**src/rtl/brc_pkg.sv**
```systemverilog
package brc_pkg;

    typedef enum logic [2:0] {
        BCLS_ZERO  = 3'd0,
        BCLS_SIMM  = 3'd1,
        BCLS_UIMM  = 3'd2,
        BCLS_PAIR  = 3'd3,
        BCLS_SHORT = 3'd4
    } brc_class_e;

    typedef enum logic {
        ST_IDLE = 1'b0,
        ST_SHOW = 1'b1
    } brc_state_e;

    typedef struct packed {
        logic taken;
        logic illegal;
    } brc_verdict_t;

endpackage

```
**src/rtl/brc_const_rom.sv**
```systemverilog
module brc_const_rom #(
    parameter int  XLEN       = 32,
    parameter int  IDX_W      = 4,
    parameter bit  SIGNED_SET = 1'b1
) (
    input  logic [IDX_W-1:0] idx_i,
    output logic [XLEN-1:0]  const_o
);
    // Entries 2..15 are shared by both tables; only the two lowest differ.
    logic [XLEN-1:0] shared_val;

    always_comb begin
        if (idx_i <= IDX_W'(8)) begin
            shared_val = XLEN'(idx_i);
        end else if (idx_i == IDX_W'(9)) begin
            shared_val = XLEN'(10);
        end else if (idx_i == IDX_W'(10)) begin
            shared_val = XLEN'(12);
        end else begin
            shared_val = XLEN'(16) << (idx_i - IDX_W'(11));
        end
    end

    generate
        if (SIGNED_SET) begin : g_signed
            always_comb begin
                unique case (idx_i)
                    IDX_W'(0): const_o = '1;
                    IDX_W'(1): const_o = XLEN'(1);
                    default:   const_o = shared_val;
                endcase
            end
        end else begin : g_unsigned
            always_comb begin
                unique case (idx_i)
                    IDX_W'(0): const_o = XLEN'(32768);
                    IDX_W'(1): const_o = XLEN'(65536);
                    default:   const_o = shared_val;
                endcase
            end
        end
    endgenerate

endmodule

```
**src/rtl/brc_cond_eval.sv**
```systemverilog
module brc_cond_eval
    import brc_pkg::*;
#(
    parameter int XLEN  = 32,
    parameter int IDX_W = 4
) (
    input  logic [2:0]       cls_i,
    input  logic [3:0]       cond_i,
    input  logic [IDX_W-1:0] idx_i,
    input  logic [XLEN-1:0]  s_i,
    input  logic [XLEN-1:0]  t_i,
    input  logic [XLEN-1:0]  simm_k_i,
    input  logic [XLEN-1:0]  uimm_k_i,
    output brc_verdict_t     verdict_o
);
    localparam int POS_W = $clog2(XLEN);

    logic [POS_W-1:0] pos_reg;
    logic [POS_W-1:0] pos_imm;
    logic [XLEN-1:0]  masked;
    logic             pair_raw;

    assign pos_reg = t_i[POS_W-1:0];
    assign pos_imm = POS_W'({cond_i[0], idx_i});
    assign masked  = s_i & t_i;

    function automatic logic signed_kind(input logic [1:0] kind,
                                         input logic [XLEN-1:0] a,
                                         input logic [XLEN-1:0] b);
        unique case (kind)
            2'd0:    return a == b;
            2'd1:    return a != b;
            2'd2:    return $signed(a) < $signed(b);
            default: return !($signed(a) < $signed(b));
        endcase
    endfunction

    // Register-pair test in its non-inverted sense.
    always_comb begin
        unique case (cond_i[2:0])
            3'd0:    pair_raw = (masked == '0);
            3'd1:    pair_raw = (s_i == t_i);
            3'd2:    pair_raw = ($signed(s_i) < $signed(t_i));
            3'd3:    pair_raw = (s_i < t_i);
            3'd4:    pair_raw = (masked == t_i);
            3'd5:    pair_raw = !s_i[pos_reg];
            default: pair_raw = !s_i[pos_imm];
        endcase
    end

    always_comb begin
        verdict_o = '0;
        unique case (cls_i)
            BCLS_ZERO:  verdict_o.taken = signed_kind(cond_i[1:0], s_i, '0);
            BCLS_SIMM:  verdict_o.taken = signed_kind(cond_i[1:0], s_i, simm_k_i);
            BCLS_UIMM: begin
                unique case (cond_i[1:0])
                    2'd2:    verdict_o.taken = (s_i < uimm_k_i);
                    2'd3:    verdict_o.taken = !(s_i < uimm_k_i);
                    default: verdict_o.illegal = 1'b1;
                endcase
            end
            BCLS_PAIR:  verdict_o.taken = pair_raw ^ cond_i[3];
            BCLS_SHORT: verdict_o.taken = (s_i == '0) ^ cond_i[2];
            default:    verdict_o.illegal = 1'b1;
        endcase
    end

endmodule

```
**src/rtl/brc_target_gen.sv**
```systemverilog
module brc_target_gen #(
    parameter int XLEN      = 32,
    parameter int IDX_W     = 4,
    parameter int SEQ_WIDE  = 3,
    parameter int SEQ_SHORT = 2,
    parameter int TGT_BIAS  = 4
) (
    input  logic [XLEN-1:0]  pc_i,
    input  logic [XLEN-1:0]  disp_i,
    input  logic             short_i,
    input  logic [1:0]       off_hi_i,
    input  logic [IDX_W-1:0] off_lo_i,
    input  logic             taken_i,
    output logic [XLEN-1:0]  next_pc_o
);
    logic [XLEN-1:0] wide_tgt;
    logic [XLEN-1:0] short_tgt;
    logic [XLEN-1:0] seq_pc;

    always_comb begin
        wide_tgt  = pc_i + XLEN'(TGT_BIAS) + disp_i;
        short_tgt = pc_i + XLEN'(TGT_BIAS) + XLEN'({off_hi_i, off_lo_i});
        seq_pc    = pc_i + (short_i ? XLEN'(SEQ_SHORT) : XLEN'(SEQ_WIDE));
        if (taken_i) begin
            next_pc_o = short_i ? short_tgt : wide_tgt;
        end else begin
            next_pc_o = seq_pc;
        end
    end

endmodule

```
**src/rtl/brc_resolve_unit.sv**
```systemverilog
module brc_resolve_unit
    import brc_pkg::*;
#(
    parameter int XLEN      = 32,
    parameter int IDX_W     = 4,
    parameter int SEQ_WIDE  = 3,
    parameter int SEQ_SHORT = 2,
    parameter int TGT_BIAS  = 4
) (
    input  logic             clk,
    input  logic             rst,
    input  logic             in_valid,
    input  logic [XLEN-1:0]  pc,
    input  logic [2:0]       br_class,
    input  logic [3:0]       cond_fld,
    input  logic [IDX_W-1:0] idx_fld,
    input  logic [XLEN-1:0]  opnd_s,
    input  logic [XLEN-1:0]  opnd_t,
    input  logic [XLEN-1:0]  disp,
    output logic             out_valid,
    output logic             taken,
    output logic [XLEN-1:0]  next_pc,
    output logic             illegal
);
    logic [XLEN-1:0] simm_k;
    logic [XLEN-1:0] uimm_k;
    brc_verdict_t    verdict;
    logic [XLEN-1:0] nxt_pc_c;
    logic            is_short;

    brc_state_e      state_q;
    brc_state_e      state_d;
    logic            taken_q;
    logic            illegal_q;
    logic [XLEN-1:0] next_pc_q;

    assign is_short = (br_class == BCLS_SHORT);

    brc_const_rom #(.XLEN(XLEN), .IDX_W(IDX_W), .SIGNED_SET(1'b1)) simm_rom_i (
        .idx_i   (idx_fld),
        .const_o (simm_k)
    );

    brc_const_rom #(.XLEN(XLEN), .IDX_W(IDX_W), .SIGNED_SET(1'b0)) uimm_rom_i (
        .idx_i   (idx_fld),
        .const_o (uimm_k)
    );

    brc_cond_eval #(.XLEN(XLEN), .IDX_W(IDX_W)) eval_i (
        .cls_i     (br_class),
        .cond_i    (cond_fld),
        .idx_i     (idx_fld),
        .s_i       (opnd_s),
        .t_i       (opnd_t),
        .simm_k_i  (simm_k),
        .uimm_k_i  (uimm_k),
        .verdict_o (verdict)
    );

    brc_target_gen #(
        .XLEN(XLEN), .IDX_W(IDX_W), .SEQ_WIDE(SEQ_WIDE),
        .SEQ_SHORT(SEQ_SHORT), .TGT_BIAS(TGT_BIAS)
    ) tgt_i (
        .pc_i      (pc),
        .disp_i    (disp),
        .short_i   (is_short),
        .off_hi_i  (cond_fld[1:0]),
        .off_lo_i  (idx_fld),
        .taken_i   (verdict.taken),
        .next_pc_o (nxt_pc_c)
    );

    // Next-state logic.
    always_comb begin
        unique case (state_q)
            ST_IDLE: state_d = in_valid ? ST_SHOW : ST_IDLE;
            ST_SHOW: state_d = in_valid ? ST_SHOW : ST_IDLE;
            default: state_d = ST_IDLE;
        endcase
    end

    // State register.
    always_ff @(posedge clk) begin
        if (rst) begin
            state_q <= ST_IDLE;
        end else begin
            state_q <= state_d;
        end
    end

    // Result capture.
    always_ff @(posedge clk) begin
        if (rst) begin
            taken_q   <= 1'b0;
            illegal_q <= 1'b0;
            next_pc_q <= '0;
        end else if (in_valid) begin
            taken_q   <= verdict.taken;
            illegal_q <= verdict.illegal;
            next_pc_q <= nxt_pc_c;
        end
    end

    // Outputs.
    always_comb begin
        out_valid = 1'b0;
        taken     = 1'b0;
        illegal   = 1'b0;
        next_pc   = next_pc_q;
        unique case (state_q)
            ST_IDLE: ;
            ST_SHOW: begin
                out_valid = 1'b1;
                taken     = taken_q;
                illegal   = illegal_q;
            end
            default: ;
        endcase
    end

endmodule

```
**config.mk**
```make
export PLATFORM = sky130hd
export DESIGN_NAME = brc_resolve_unit
export DESIGN_NICKNAME = d
export VERILOG_FILES = /design/src/rtl/brc_pkg.sv /design/src/rtl/brc_const_rom.sv /design/src/rtl/brc_cond_eval.sv /design/src/rtl/brc_target_gen.sv /design/src/rtl/brc_resolve_unit.sv
export SDC_FILE = /design/constraint.sdc
export NUM_CORES = 1
export LEC_CHECK = 0
export BUFFER_PORTS_ARGS = -buffer_cell sky130_fd_sc_hd__buf_2
export CAP_MARGIN = 10
export CELL_PAD_IN_SITES_DETAIL_PLACEMENT = 0
export CELL_PAD_IN_SITES_GLOBAL_PLACEMENT = 1
export CORE_MARGIN = 2
export CORE_UTILIZATION = 45
export CTS_CLUSTER_SIZE = 12
export DETAILED_ROUTE_END_ITERATION = 8
export HOLD_SLACK_MARGIN = 0.03
export PLACE_DENSITY_LB_ADDON = 0.1
export SLEW_MARGIN = 20
export SYNTH_ARGS = -nofsm -noshare
export SYNTH_HDL_FRONTEND = slang
export SYNTH_SLANG_ARGS = --single-unit
```
**constraint.sdc**
```tcl
create_clock -name clk -period 12.3 [get_ports clk]
set_input_delay 0 -clock clk [delete_from_list [all_inputs] [get_ports clk]]
set_output_delay 0 -clock clk [all_outputs]
set_load 0.02 [all_outputs]
```
Word-level counts from Yosys, hierarchy flattened
Cells that the tools add are included.
{ "word_totals": {"out_inout_bits": 35, "reg_bits": 35, "input_bits": 142, "elab_cells": 77} }
{ "classes": {"n_lt_le_gt_ge": 8, "n_bitwise": 3, "mux": 23, "add_sub_neg": 5, "eq_ne": 19, "reduce_logical": 14, "shifts": 1} }
{ "op_table": {"columns": ["op", "n"], "rows": [
  ["$mux 32", 5],
  ["$lt 32x32->1", 4],
  ["$pmux 32 s2", 2],
  ["$eq 32x32->1", 3],
  ["$add 32x32->32", 2],
  ["$logic_not 32->1", 2],
  ["$add 32x3->32 const B", 1],
  ["$add 32x6->32", 1],
  ["$and 32x32->32", 1],
  ["$lt 32x1->1 const B", 1],
  ["$ne 32x32->1", 1],
  ["$reduce_bool 32->1", 1],
  ["$shl 5x4->32 const A", 1],
  ["$eq 3x2->1 const B", 4],
  ["$lt 5x6->1 const B", 2],
  ["$bmux 1 s5", 2],
  ["$eq 3x3->1 const B", 3],
  ["$eq 4x4->1 const B", 2],
  ["$mux 1", 8],
  ["$eq 3x1->1 const B", 2],
  ["$logic_not 3->1", 2],
  ["$pmux 1 s3", 2],
  ["$pmux 1 s6", 1],
  ["$logic_not 1->1", 5],
  ["12 further kinds", 15]
]} }

Depth between registers and ports, before layout
Gate-level depths: netlist (run 1).
{ "depth": {"ltp_word": 11, "depth_mapped": 19} }

By module
From an unflattened synthesis (run 1), not the netlist that was laid out.
{ "unflattened": {"cells_unflattened": 1298, "area_unflattened_um2": 9964.6} }
{ "by_module_without_submodules": {"columns": ["module", "cells_per_inst", "n_inst", "area_per_inst_um2"], "rows": [
  ["brc_cond_eval", 534, 1, 4290.4],
  ["brc_target_gen", 549, 1, 3651.0],
  ["brc_resolve_unit", 115, 1, 1286.2],
  ["brc_const_rom at simm_rom_i", 57, 1, 457.9],
  ["brc_const_rom at uimm_rom_i", 43, 1, 279.0]
]} }

Worst setup path before layout (run 1)
Ideal clock, no wire load.
{ "synth_timing": {"kind": "in2reg", "start": "input idx_fld[1]", "end": "register next_pc_q[20] (netlist: next_pc[20])", "setup_time_ns": 0.123, "path_stages": 19, "setup_slack_ns": 8.006, "arrival_time_ns": 4.171, "cell_sequence": "clkbuf_1 -> clkbuf_1 -> nor4_1 -> clkbuf_1 -> inv_1 -> ha_1 -> a21o_1 -> a221o_1 -> a221oi_1 -> a2bb2oi_1 -> a311oi_1 -> or4_1 -> a31oi_1 -> a21oi_2 -> buf_4 -> buf_6 -> nand3_1 -> o221ai_1 -> nor2b_1"} }
{ "synth_via": {"elab_chain_cells": 11, "word_cells_on_any_way": 29, "classes_between": "2 x add/sub; 3 x order compare; 5 x eq/ne; 1 x shift; 13 x mux; 1 x bitwise; 4 x reduce/logical"} }
{ "synth_rtl": {"columns": ["item", "line", "text"], "rows": [
  ["from (decl)", "brc_resolve_unit.sv:16", "input logic [IDX_W-1:0] idx_fld,"],
  ["$sub 4x4->4", "brc_const_rom.sv:20", "shared_val = XLEN'(16) << (idx_i - IDX_W'(11));"],
  ["$shl 5x4->32", "brc_const_rom.sv:20", null],
  ["$mux 32", "brc_const_rom.sv:17", "end else if (idx_i == IDX_W'(10)) begin"],
  ["$mux 32", "brc_const_rom.sv:15", "end else if (idx_i == IDX_W'(9)) begin"],
  ["$mux 32", "brc_const_rom.sv:13", "if (idx_i <= IDX_W'(8)) begin"],
  ["$pmux 32 s2 (on tied branches)", "brc_const_rom.sv:27, brc_const_rom.sv:35", null],
  ["$lt 32x32->1 (on tied branches)", null, null],
  ["$logic_not 1->1 (on tied branches)", "brc_cond_eval.sv:34, brc_cond_eval.sv:59", null],
  ["$pmux 1 s3 / $pmux 1 s2 (equally long branches)", "brc_cond_eval.sv:30, brc_cond_eval.sv:57", null],
  ["$pmux 1 s5", "brc_cond_eval.sv:53", "unique case (cls_i)"],
  ["$mux 32 (*)", "brc_target_gen.sv:24", "if (taken_i) begin"],
  ["to (signal assigned)", "brc_resolve_unit.sv:100", "next_pc_q <= nxt_pc_c;"],
  ["to (decl)", "brc_resolve_unit.sv:35", "logic [XLEN-1:0] next_pc_q;"]
]} }
Every way passes the cells marked *; elsewhere a longest branch is shown, timed or not. The select of a mux whose other input is x is not followed.
A chain may end at the register's enable or synchronous reset.

Worst setup path after layout (run 1)
{ "layout_timing": {"start": "input pc[2]", "end": "register next_pc_q[31] (netlist: next_pc[31])"} }
{ "layout_via": {"elab_chain_cells": 4, "word_cells_on_any_way": 6, "classes_between": "4 x add/sub; 2 x mux"} }
{ "layout_rtl": {"columns": ["item", "line", "text"], "rows": [
  ["from (decl)", "brc_resolve_unit.sv:13", "input logic [XLEN-1:0] pc,"],
  ["$add 32x3->32", "brc_target_gen.sv:21, brc_target_gen.sv:22", null],
  ["$add 32x32->32 / $add 32x6->32 (equally long branches)", "brc_target_gen.sv:21, brc_target_gen.sv:22", null],
  ["$mux 32", "brc_target_gen.sv:25", "next_pc_o = short_i ? short_tgt : wide_tgt;"],
  ["$mux 32 (*)", "brc_target_gen.sv:24", null]
]} }
Every way passes the cells marked *; elsewhere a longest branch is shown, timed or not.

==> results of run 1 <==
-- layer usage --
layer / part of all wire, % / GRT usage, %
met1: 44 / 32.3
met3: 5.4 / 3.38
met4: 2.0 / 5.21
met2: 49 / 45.0
met5: 0 / 0
-- sequential cells by signal, summed over array words and instances, names as in the netlist --
name / count
taken_q: 1
state_q: 1
illegal_q: 1
next_pc: 32
-- synth_stat cells (all sizes together), types with 6 or more instances --
cell type / instances
ha: 179
inv: 90
nand2: 88
nor2: 82
a21oi: 60
xor2: 46
xnor2: 40
dfxtp: 35
nand3: 35
nor4: 35
and2: 33
o21ai: 32
a21o: 28
a211oi: 26
clkbuf: 26
nand4: 23
nor3: 20
mux4: 19
nand2b: 17
nor2b: 16
mux2i: 15
and3: 14
buf: 10
a31oi: 9
a221oi: 7
and4: 6
o211ai: 6
o21a: 6
o22ai: 6
-- where the power goes --
group	switching [mW]	internal, mW	leakage (nW)	total, mW
clock network	0.0471	0.0748	0.0679	0.122
registers	0.00587	0.124	0.290	0.130
logic	0.198	0.140	4.30	0.338
total	0.251	0.339	4.65	0.590
-- kinds of logic (layout without fill, tap and decap cells) --
family	count (synthesis)	in the layout	synth area share [%]
AO/OA/AOI/OAI	216	216	17.8
XOR/XNOR	86	86	9.18
adder cells (fa/ha/maj)	180	180	27.5
buffers and inverters	127	280	6.24
flip-flops	35	35	8.54
multiplexers	35	35	7.18
other	1	9	0.0457
AND/OR/NAND/NOR	381	381	23.5
-- worst min-delay path: cells and delay by family --
family	cells	cell delay, ns
buf+inv	1	0.14
simple gates	1	0.06
xor+xnor	1	0.10
compound gates	1	0.08
-- layout by cell type (no fill, tap or decap), drive strengths merged, types with 6 or more instances in the layout --
master / Yosys / layout
dfxtp: 35 / 35
a221oi: 7 / 7
clkbuf: 26 / 7
nor2b: 16 / 16
xnor2: 40 / 40
o21a: 6 / 6
o22ai: 6 / 6
and4: 6 / 6
mux2i: 15 / 15
nand2b: 17 / 17
ha: 179 / 179
a211oi: 26 / 26
a31oi: 9 / 9
nor2: 82 / 82
nor4: 35 / 35
inv: 90 / 90
and2: 33 / 33
xor2: 46 / 46
nand2: 88 / 88
nor3: 20 / 20
buf: 10 / 181
o211ai: 6 / 6
mux4: 19 / 19
nand3: 35 / 35
o21ai: 32 / 32
nand4: 23 / 23
and3: 14 / 14
conb: 1 / 9
a21oi: 60 / 60
a21o: 28 / 28
-- stage by stage --
stage | total power, mW | instance area [sq um] | hold WS (ns) | utilization, % | worst slack (ns)
after floorplan | 0.359 | 8240 | 0.225 | - | 8.01
after global placement | 0.468 | 9290 | 0.433 | 51.9 | 7.81
after detailed placement | 0.469 | 9290 | 0.426 | 51.9 | 7.73
after CTS | 0.592 | 9420 | 0.132 | 52.6 | 7.99
after global routing | 0.637 | 9420 | 0.170 | 52.6 | 7.52
final | 0.590 | 9420 | 0.146 | 52.6 | 7.97
-- cell type report --
class	count	area (sq um)
clock buffer	7	133
clock inverter	1	5.00
sequential	35	701
timing repair buffer	181	918
multi-input combinational	907	7040
fill	1842	8480
tap	229	287
inverter	91	342
-- path summary, 6_finish.rpt --
check / startpoint / cells after the start / end
worst min-delay path: pc[28] / 4 / next_pc[28]$_SDFFE_PP0P_
worst max register to register: next_pc[26]$_SDFFE_PP0P_ / 4 / next_pc[26]$_SDFFE_PP0P_
worst min register to register: next_pc[27]$_SDFFE_PP0P_ / 2 / next_pc[27]$_SDFFE_PP0P_
worst max-delay path: pc[2] / 19 / next_pc[31]$_SDFFE_PP0P_
==> flow_metrics.py, run 1 <==
metrics = {
    "floorplan": {
        "ios": 177,
        "initial_core_util_pct": 45.8,
        "core_sq_um": 17900,
        "die_area_sq_um": 19300,
        "rows": 49,
        "die_width_microns": 139,
        "dieHeight_microns": 139,
    },
    "setup_path": {
        "path_buf_inv": 1,
        "cp-start-kind": "input port",
        "crit_path_max_fanout": 6,
        "cp_common_cell": "nand3_1",
        "cp_cell_sequence": "buf_2 -> nand3_1 -> nor2_1 -> nand3_1 -> nor3_1 -> nand3_1 -> xnor2_1 -> ha_1 -> nand4_1 -> nor2b_1 -> a211o_1 -> nor3_1 -> a21oi_1 -> o2bb2ai_1 -> a2111oi_0 -> o31ai_1 -> nor4_1 -> a41oi_1 -> a211oi_1",
        "critPathKind": "in2reg",
        "cp_top_family": "simple AND/OR/NAND/NOR gates",
        "cp_slowest_cell": "nor3_1",
        "worstSetupEndpointType": "flop",
        "slowest_delay_ns": 0.81,
        "cp.arrival_ns": 4.52,
        "cp.required_ns": 12.49,
        "ff2ff_setup_slack_ns": 11.33,
    },
    "clock_tree": {
        "cts_max_level": 2,
        "cts_buffers": 5,
        "cts.clk_slew.worst_paths_ns": 0.05,
        "post_cts_resized": 0,
        "postCtsSetupBuffers": 0,
        "root_buffer": "clkbuf_16",
        "tritoncts": "done",
        "clock_path_buffers": 2,
        "cts.sinks": 35,
        "clock_latency_ns": 0.28,
        "holdBufCountCts": 0,
    },
    "yosys": {
        "ys_seq_area_share_pct": 8.54,
        "synth_edf_count": 0,
        "async_reset_ff_share_pct": 0,
        "synth-seq-cells": 35,
        "ys.flop_type": "dfxtp_1",
        "netlist_area_sq_um": 8210,
        "ys_warn_count": 0,
        "yosys.cell_types.count": 65,
        "synth_area_per_cell_sq_um": 7.73,
        "synth_top_cell_by_area": "ha_1",
        "synth_area_leaders": "ha_1 (27%), dfxtp_1 (8.5%), mux4_2 (5.2%)",
        "synth_top_area_share_pct": 27.3,
        "syn_inst": 1061,
    },
    "sta": {
        "finalMaxSlewViolations": 0,
        "finalSetupTns_ns": 0,
        "rsz0062_at_grt": "false",
        "tightest_slew_ns": 0.933,
        "setup_viol": 0,
        "max_freq_mhz": 231,
        "hold_violations": 0,
        "skew_ns": 0,
        "fin_crit_sh_pct": 35.2,
        "post-route-min-period_ns": 4.33,
        "max-slew-margin-rel_pct": 37.3,
    },
    "place": {
        "numPortBuffers": 176,
        "place.gp.congestion": 0.907,
        "place_inst": 1443,
        "dp_hpwl_microns": 20300,
    },
    "global_routing": {
        "grt_overflow": 0,
        "grt.total_usage_pct": 25.1,
        "grt_max_degree": 62,
        "grt_pass1_wl_microns": 39900,
        "grt_pass1_vias": 7657,
        "antenna_found_initial": 0,
    },
    "routing": {
        "dr.pass1.iters": 5,
        "viasPerCell": 5.62,
        "via_count": 8153,
        "wirelength_microns": 25200,
        "wire_per_inst_microns": 17.3,
        "drcViolationCount": 0,
        "drt-initial-drc-count": 386,
        "antenna_left": 0,
    },
    "min_path": {
        "min_path_type": "in2reg",
    },
    "run_status": {
        "status": "finished clean",
    },
    "layout": {
        "num-nets-final": 1543,
        "area_growth_pct": 14.8,
        "drive_above_1_share_pct": 18.3,
        "n_antenna_cell": 0,
        "fin_cells": 1451,
    },
    "power_and_ir_drop": {
        "powerDensity_nw_per_um2": 62.6,
        "leakage_nw": 4.65,
        "ir_drop_v": 0.0000870,
    },
    "job": {
        "maxCapViolations": 0,
    },
}
Note: power is estimated with default switching activity, not from simulation.
==> run 2: changes to the inputs <==
- CORE_UTILIZATION: 45 -> 38
- clock period: 12.3 -> 3.5 ns (I/O delays scaled with it)
==> run 2 against run 1 <==
Effect of this change: critical path type unchanged; die area increased by 18%; sequential power increased to 3.5 times the previous value; global-route usage decreased by 1.4 points; sequential share of layout area decreased by 1.0 points; routed wire length increased by 8.7%; critical path depth decreased by 2; sequential cell count unchanged; final cell count increased by 14%; highest routed layer is now met5; total power increased to 4.1 times the previous value; clock power increased to 4.4 times the previous value; largest cell class unchanged.
==> flow_metrics.py, run 2 (synthesized netlist as in run 1, its figures left out) <==
metrics = {
    "place": {
        "dpl_cell_area_sq_um": 10500,
        "dp_hpwl_microns": 22800,
        "place.gp.congestion": 0.872,
        "numPortBuffers": 176,
        "post-place-ws_ns": -0.257,
    },
    "setup_path": {
        "path_buf_inv": 4,
        "cp_common_cell": "buf_4",
        "ff2ff_setup_slack_ns": 2.54,
        "crit_path_max_fanout": 6,
        "cp_top_family": "compound AO/OA/AOI/OAI gates",
        "cp.arrival_ns": 3.54,
        "cp.required_ns": 3.71,
        "cp_cell_sequence": "buf_2 -> nor4_4 -> buf_4 -> buf_4 -> inv_2 -> ha_4 -> a21o_1 -> a221o_1 -> a221oi_2 -> a2bb2oi_1 -> a311oi_1 -> or4_1 -> a31oi_2 -> a21oi_2 -> nand2b_4 -> or3_1 -> a21oi_1",
        "slowest_delay_ns": 0.43,
        "reg2reg_from": "next_pc[26]$_SDFFE_PP0P_",
        "cp-start-kind": "input port",
        "r2r_cells": 4,
        "critPathKind": "in2reg",
        "r2r-end": "next_pc[26]$_SDFFE_PP0P_",
        "cp_slowest_cell": "or4_1",
        "worstSetupEndpointType": "flop",
    },
    "sta": {
        "fin_crit_sh_pct": 95.2,
        "rsz0062_at_grt": "true",
        "fin_hold_ws_ns": 0.172,
        "hold_violations": 0,
        "fin_ws_ns": 0.166,
        "tightest_slew_ns": 0.816,
        "skew_ns": 0,
        "post-route-min-period_ns": 3.33,
        "max_freq_mhz": 300,
        "setup_viol": 0,
        "max-slew-margin-rel_pct": 45.6,
        "finalMaxSlewViolations": 0,
    },
    "floorplan": {
        "rows": 53,
        "dieHeight_microns": 151,
        "initial_core_util_pct": 38.9,
        "die_area_sq_um": 22800,
        "ios": 177,
        "die_width_microns": 151,
        "core_sq_um": 21100,
    },
    "routing": {
        "viasPerCell": 5.25,
        "drcViolationCount": 0,
        "antenna_left": 0,
        "drt-initial-drc-count": 400,
        "wirelength_microns": 27400,
        "via_count": 8647,
        "wire_per_inst_microns": 16.6,
        "dr.pass1.iters": 5,
    },
    "layout": {
        "n_antenna_cell": 0,
        "final_common_cell": "buf_2",
        "fill_cells": 2131,
        "largest_reg_flops": 32,
        "layout_common_cells": "buf_2 (176), ha_1 (175), buf_4 (153)",
        "num-nets-final": 1694,
        "drive_above_1_share_pct": 29.8,
        "area_growth_pct": 32.6,
        "fin_area_sq_um": 10900,
    },
    "clock_tree": {
        "clock_path_buffers": 2,
        "tritoncts": "done",
        "clock_latency_ns": 0.28,
        "cts.clk_slew.worst_paths_ns": 0.06,
        "cts_max_level": 2,
        "holdBufCountCts": 0,
        "cts_buffers": 5,
        "cts.sinks": 35,
        "root_buffer": "clkbuf_16",
    },
    "min_path": {
        "hold_start": "pc[28]",
        "hold_depth": 4,
        "min_path_type": "in2reg",
        "min_to": "next_pc[28]$_SDFFE_PP0P_",
    },
    "global_routing": {
        "grt.total_usage_pct": 23.7,
        "grt_pass1_wl_microns": 42900,
        "grt_max_degree": 36,
        "grt_pass1_vias": 8314,
        "grt_overflow": 0,
        "antenna_found_initial": 1,
    },
    "power_and_ir_drop": {
        "finalPower_mw": 2.40,
        "powerDensity_nw_per_um2": 221,
        "ir_drop_v": 0.000162,
        "leakage_nw": 5.45,
    },
    "job": {
        "maxCapViolations": 0,
    },
    "run_status": {
        "status": "finished clean",
    },
}
run 2: cell count changes in the layout (fill, tap and decap cells not counted), sizes merged:
cell / delta
a21oi: +1
bufinv: +1
buf: +150
clkbuf: -1
run 2: power by group:
| group | internal (mW) | total, mW | switching [mW] |
|---|---|---|---|
| clock network | 0.354 | 0.531 | 0.177 |
| logic | 0.650 | 1.41 | 0.765 |
| registers | 0.436 | 0.457 | 0.0215 |
run 2: per-layer routing:
metal	track usage [%]	wire length [microns]	vias up
met5	0	12	-
met4	5.42	548	2
met3	1.63	1100	34
met2	42.9	13100	225
met1	30.8	12600	3955
li1	-	-	4431
run 2: stage by stage:
stage,setup TNS (ns),cells,utilization (%)
floorplan,-0.356,1069,-
global placement,-3.22,1632,50.0
detailed placement,-4.49,1632,50.0
CTS,0,1640,50.8
global route,-0.201,1648,51.6
finish,0,1648,51.6
run 2: worst max-delay path by stage:
stage,start,endpoint,slack (ns),depth (start not counted)
after global routing,br_class[1],next_pc[20]$_SDFFE_PP0P_,-0.06,20
after global placement,idx_fld[1],next_pc[30]$_SDFFE_PP0P_,-0.20,15
after detailed placement,pc[2],next_pc[31]$_SDFFE_PP0P_,-0.26,19
after CTS,pc[2],next_pc[31]$_SDFFE_PP0P_,0.04,19
final,idx_fld[0],next_pc[30]$_SDFFE_PP0P_,0.17,17
after floorplan,idx_fld[1],next_pc[25]$_SDFFE_PP0P_,-0.04,19
run 2: worst reg2reg max path, stage by stage (launching register included):
cell and delay, ns:
dfxtp_1 0.32, nor2b_1 0.13, a31oi_1 0.16, o21ai_0 0.09
nor2b_1 0.13
run 2: layout make-up:
cell class	instances	area [sq um]	share of cell area [%]
clock buffer	6	139	1.28
clock inverter	2	35.0	0.322
inverter	91	347	3.18
sequential	35	701	6.44
multi-input combinational	908	7250	66.6
tap	275	344	3.16
timing repair buffer	331	2070	19.0
run 2: repair_timing:
item / 4_1_cts / 5_1_grt
buffers inserted: 0 / 7
setup endpoints to repair: 0 / 30
gates resized for setup: 0 / 24
